--- src/rtl/trace_sync_pkg.sv ---
package trace_sync_pkg;
  typedef enum logic [1:0] {
    MSG_NONE  = 2'b00,
    MSG_PLAIN = 2'b01,
    MSG_SYNC  = 2'b10
  } msg_kind_e;

  function automatic int cnt_width(input int lim);
    return (lim < 1) ? 1 : $clog2(lim + 1);
  endfunction
endpackage

--- src/rtl/tsr_edge.sv ---
module tsr_edge #(
  parameter int N = 2
) (
  input  logic         clk,
  input  logic         rst,
  input  logic [N-1:0] lvl_i,
  output logic [N-1:0] rise_o
);
  logic [N-1:0] prev_q;

  for (genvar i = 0; i < N; i++) begin : g_bit
    always_ff @(posedge clk) begin
      if (rst) prev_q[i] <= 1'b0;
      else     prev_q[i] <= lvl_i[i];
    end
    assign rise_o[i] = lvl_i[i] & ~prev_q[i];
  end
endmodule

--- src/rtl/tsr_sat_cnt.sv ---
module tsr_sat_cnt #(
  parameter int LIM = 255
) (
  input  logic clk,
  input  logic rst,
  input  logic clr_i,
  input  logic inc_i,
  output logic hit_o
);
  import trace_sync_pkg::*;
  localparam int W = cnt_width(LIM);
  localparam logic [W-1:0] LIM_V = W'(LIM);

  logic [W-1:0] cnt_q;

  always_ff @(posedge clk) begin
    if (rst)                        cnt_q <= '0;
    else if (clr_i)                 cnt_q <= '0;
    else if (inc_i && cnt_q != LIM_V) cnt_q <= cnt_q + 1'b1;
  end

  assign hit_o = (cnt_q == LIM_V);

  assert_sat_bound_R7: assert property (@(posedge clk) disable iff (rst)
    cnt_q <= LIM_V) else $error("counter above limit");

  assert_sat_clear_R8: assert property (@(posedge clk) disable iff (rst)
    clr_i |=> !hit_o || (LIM == 0)) else $error("counter not cleared");
endmodule

--- src/rtl/trace_sync_req.sv ---
module trace_sync_req #(
  parameter int PER_LIM = 255,
  parameter int SEQ_LIM = 255
) (
  input  logic       clk,
  input  logic       rst,
  input  logic       trace_en_i,
  input  logic       branch_i,
  input  logic       retire_i,
  input  logic       lp_exit_i,
  input  logic       dbg_exit_i,
  input  logic       q_ovr_i,
  input  logic       evt_pin_i,
  input  logic       evt_pin_en_i,
  input  logic       lost_secure_i,
  input  logic       lost_collide_i,
  output logic       sync_req_o,
  output logic [1:0] msg_type_o
);
  import trace_sync_pkg::*;

  localparam int NEDGE = 2;
  localparam int NSRC  = 9;

  logic [NEDGE-1:0] lvl, rise;
  logic [NSRC-1:0]  src;
  logic             en_rise, evt_rise;
  logic             per_hit, seq_hit;
  logic             trig, need, br_act;
  logic             pend_q;
  msg_kind_e        msg_q;

  assign lvl = {evt_pin_i, trace_en_i};

  tsr_edge #(.N(NEDGE)) u_edge (
    .clk   (clk),
    .rst   (rst),
    .lvl_i (lvl),
    .rise_o(rise)
  );

  assign en_rise  = rise[0];
  assign evt_rise = rise[1] & evt_pin_en_i;

  assign src = {en_rise, lp_exit_i, dbg_exit_i, q_ovr_i, evt_rise,
                lost_secure_i, lost_collide_i, per_hit, seq_hit};

  assign trig   = trace_en_i & (|src);
  assign br_act = branch_i & trace_en_i;
  assign need   = pend_q | trig;

  tsr_sat_cnt #(.LIM(PER_LIM)) u_per_cnt (
    .clk  (clk),
    .rst  (rst),
    .clr_i(br_act & need),
    .inc_i(br_act & ~need),
    .hit_o(per_hit)
  );

  tsr_sat_cnt #(.LIM(SEQ_LIM)) u_seq_cnt (
    .clk  (clk),
    .rst  (rst),
    .clr_i(br_act),
    .inc_i(retire_i & trace_en_i & ~br_act),
    .hit_o(seq_hit)
  );

  always_ff @(posedge clk) begin
    if (rst) begin
      pend_q <= 1'b1;
      msg_q  <= MSG_NONE;
    end else begin
      if (br_act)    pend_q <= 1'b0;
      else if (trig) pend_q <= 1'b1;
      if (!br_act)   msg_q <= MSG_NONE;
      else if (need) msg_q <= MSG_SYNC;
      else           msg_q <= MSG_PLAIN;
    end
  end

  assign sync_req_o = pend_q;
  assign msg_type_o = msg_q;

  assert_branch_consumes_R9: assert property (@(posedge clk) disable iff (rst)
    (branch_i && trace_en_i) |=> !sync_req_o) else $error("pending not consumed");

  assert_idle_kind_R9: assert property (@(posedge clk) disable iff (rst)
    !(branch_i && trace_en_i) |=> msg_type_o == 2'b00) else $error("kind without branch");

  assert_pending_sync_R11: assert property (@(posedge clk) disable iff (rst)
    (branch_i && trace_en_i && sync_req_o) |=> msg_type_o == 2'b10) else $error("pending ignored");

  assert_disabled_quiet_R10: assert property (@(posedge clk) disable iff (rst)
    (!trace_en_i && !sync_req_o) |=> !sync_req_o) else $error("request while disabled");

  assert_enable_sets_R2: assert property (@(posedge clk) disable iff (rst)
    ($rose(trace_en_i) && !branch_i) |=> sync_req_o) else $error("enable no request");

  assert_ovr_sets_R4: assert property (@(posedge clk) disable iff (rst)
    (q_ovr_i && trace_en_i && !branch_i) |=> sync_req_o) else $error("overrun no request");
endmodule

--- config.mk ---
export PLATFORM = sky130hd
export DESIGN_NAME = trace_sync_req
export DESIGN_NICKNAME = d
export VERILOG_FILES = /design/src/rtl/trace_sync_pkg.sv /design/src/rtl/tsr_edge.sv /design/src/rtl/tsr_sat_cnt.sv /design/src/rtl/trace_sync_req.sv
export SDC_FILE = /design/constraint.sdc
export NUM_CORES = 1
export LEC_CHECK = 0
export BUFFER_PORTS_ARGS = -buffer_cell sky130_fd_sc_hd__buf_2
export CORE_MARGIN = 10
export CORE_UTILIZATION = 49
export DETAILED_ROUTE_END_ITERATION = 8
export PLACE_DENSITY = 0.7
export SLEW_MARGIN = 5
export SYNTH_ARGS = -nofsm -noshare
export SYNTH_HDL_FRONTEND = slang
export SYNTH_HIERARCHICAL = 1
export SYNTH_SLANG_ARGS = --single-unit
--- constraint.sdc ---
create_clock -name clk -period 2 [get_ports clk]
set_input_delay 0.3 -clock clk [delete_from_list [all_inputs] [get_ports clk]]
set_output_delay 0.3 -clock clk [all_outputs]
set_load 0.02 [all_outputs]
==> metrics.txt <==
areal power density over the cells 484 nW/um^2; wire length of the first global-routing pass 4.62 mm; Worst Max-Slew Pin Slew 0.413 ns; row count 16; clock latency reported for the late side of the worst-skew pair 0.31 ns; final worst slack -0.00233 ns; Syn Std Cell Area 1060 sq um; CTS clock-pin slew for the worst setup and hold paths 0.13 ns; unrepaired setup endpoints after global routing yes; master of the slowest instance on the critical path dfxtp_2; post-detailed-placement cell area 1320 sq um; Crit path max-delay family simple AND/OR/NAND/NOR gates; synthesized area per cell 9.41 sq um; number of setup violations in the final report 1; First DRT Iteration DRCs 45; number of buffers inserted by hold repair at cts 0; Fin. Hold Viols 0; YS warnings 6; critical path type reg -> reg; worst setup slack for register-to-register paths -0.002 ns; effective utilization at floorplan 52.6%; number of H-tree levels 1; shortest clock period the worst path allows after layout 2.00 ns; CP peak stage delay 0.36 ns; number of nets in the finished design 165; number of maximum-capacitance violations 0; final instance area 1440 sq um; final core area utilization 71.2%; total negative slack -0.00233 ns; fraction of layout instances using a drive strength above 1 44.7%; data required time of the worst path 2.24 ns; number of flip-flops and latches in the synthesized netlist 21; clock tree from TritonCTS built; DR pass1 iterations 4; I/O pin count 15; maximum fanout count along the critical path 5; clock root buffer clkbuf_4; kind of capture point of the worst setup path register; gr usage total 12.9%; final weighted congestion in routability-driven placement 0.857; number of clock buffers inserted by TritonCTS 3; peak supply drop 0.334 mV; most used cell, CP and2_4; violations in the final reports setup timing; syn_nets 127; count of vias placed by the detailed router 1,023; total core area 2020 sq um; global route total overflow 0; setup clock skew after layout 0.0121 ns; Cell Chain, Critical Path ha_4, and4_4, and2_4, nor4_4, and3_4, and2_4, nand4_4, a211oi_2, mux2i_1; number of different library cells in the post-synthesis netlist 32; WP depth 9; number of nets still failing antenna checks after routing 0; Min Hold Slack 0.216 ns; number of port buffers 14; vias in the first global route 1,011; CTS Sinks 21; Die Area 4430 sq um; Hold Path Class in -> reg; average vias per placed instance 5.78; number of buffers and inverters on the critical path 0; post-synthesis sequential area ratio 39.5%; worst hold path cell count 2; part of the cycle the worst path needs 100%; cell count after synthesis 113; result of the run complete, but fails checks; Die X 66.6 microns; number of placed instances, taps included 170; crit start category register; number of antenna cells inserted 0; Static Leak 0.585 nW; DR DRC count 0; worst slew slack as a fraction of its limit 72.4%; max-slew violations 0; Worst Reg-to-Reg Cells 9; area overhead of the layout relative to synthesis 35.4%; maximum buffer depth of the clock tree 2; largest net degree at the start of global routing 16; f_max 499 MHz; final routed wire length divided by cell count 14.6 microns; post-detail-place hpwl 1.89 mm; vertical die dimension 66.6 microns; final standard cell count with taps included and fillers excluded 177; routed wire length 2.59 mm; arrival time at the worst endpoint 2.24 ns; number of antenna violations at the first check in global routing 0
==> final timing paths <==
check                                                startpoint                              end
worst max-delay path            u_per_cnt/cnt_q[0]$_SDFFE_PP0P_  u_per_cnt/cnt_q[5]$_SDFFE_PP0P_
worst min-delay path                                  evt_pin_i      u_edge/prev_q[1]$_SDFF_PP0_
worst max register to register  u_per_cnt/cnt_q[0]$_SDFFE_PP0P_  u_per_cnt/cnt_q[5]$_SDFFE_PP0P_
worst min register to register  u_seq_cnt/cnt_q[2]$_SDFFE_PP0P_  u_seq_cnt/cnt_q[2]$_SDFFE_PP0P_
==> timing repair <==
item | 4_1_cts | 5_1_grt
endpoints found under the setup margin | 7 | 7
buffers inserted | 2 | 1
pin swaps | 6 | 2
gates resized for setup | 10 | 3
==> Yosys cell counts (all sizes together) <==
library cell / instances / share of area, %
dfxtp: 21 / 40
nand2: 12 / 4.2
nor2b: 8 / 5.2
mux2i: 6 / 5.6
nand4: 6 / 4.7
a211oi: 5 / 4.5
and3: 5 / 3.1
a21oi: 4 / 1.9
and4: 4 / 3.8
nor2: 4 / 1.4
or3: 4 / 2.4
and2: 3 / 1.9
inv: 3 / 1.1
nor4: 3 / 1.8
o21ai: 3 / 1.4
o21bai: 3 / 2.1
a2111oi: 2 / 2.8
a21boi: 2 / 1.4
a31o: 2 / 1.6
a31oi: 2 / 1.2
ha: 2 / 2.4
nand2b: 2 / 1.2
nand3: 2 / 0.94
nor3: 2 / 0.94
o311a: 2 / 1.9
nor3b: 1 / 1.2
==> layer usage <==
metal	share of wire, %	track usage (%)
met5	0	0
met4	0.35	6.02
met3	6.2	3.51
met2	45	19.8
met1	48	16.1
==> registers in the layout (all words and copies together), names as in the netlist <==
register and flops:
u_seq_cnt/cnt_q 8, u_edge/prev_q 2, sync_req_o 1, u_per_cnt/cnt_q 8, msg_type_o 2
==> kinds of logic (layout without fill, tap and decap cells) <==
logic type | count (synthesis) | after routing | synth area share (%)
multiplexers | 6 | 6 | 5.65
AND/OR/NAND/NOR | 56 | 56 | 32.6
flip-flops | 21 | 21 | 39.5
AO/OA/AOI/OAI | 25 | 25 | 18.8
adder cells (fa/ha/maj) | 2 | 2 | 2.35
buffers and inverters | 3 | 40 | 1.06
==> report_power, final <==
part | switching, W | internal (W)
clock | 0.000137 | 0.0000747
combinational | 0.0000343 | 0.0000249
sequential | 0.00000289 | 0.000423
total | 0.000174 | 0.000523
==> cells in the final DEF, fill, tap and decap left out, types with 3 or more instances in the layout <==
master	instances
and4_4	3
a21oi_1	4
and3_1	4
mux2i_1	6
nand4_1	4
and2_4	3
o21bai_1	3
o21ai_0	3
nand2_1	12
dfxtp_1	17
buf_4	19
nor2b_1	6
buf_2	14
or3_1	4
a211oi_2	4
dfxtp_2	4
inv_1	3
clkbuf_4	3
==> worst reg2reg max path, cell delays in order (launching register included) <==
cell and delay [ns]:
dfxtp_2 0.36, ha_4 0.16, and4_4 0.18, and2_4 0.14, nor4_4 0.14, and3_4 0.22
and2_4 0.18, nand4_4 0.15, a211oi_2 0.21, mux2i_1 0.21
==> cell type report <==
cell class,count,area [sq um]
multi-input cells,89,729
fillers,160,582
flip-flops and latches,21,425
repair buffers,33,213
well taps,27,33.8
clock buffers,3,22.5
inverters,3,11.3
clock inverters,1,5.00
==> per-stage QoR <==
step | setup slack [ns] | power [W]
floorplan | 0.0156 | 0.000462
global placement | -0.0705 | 0.000486
detailed placement | -0.0756 | 0.000487
CTS | -0.0110 | 0.000701
global route | -0.0953 | 0.000726
finish | -0.00233 | 0.000697
(Power assumes the default switching activity.)
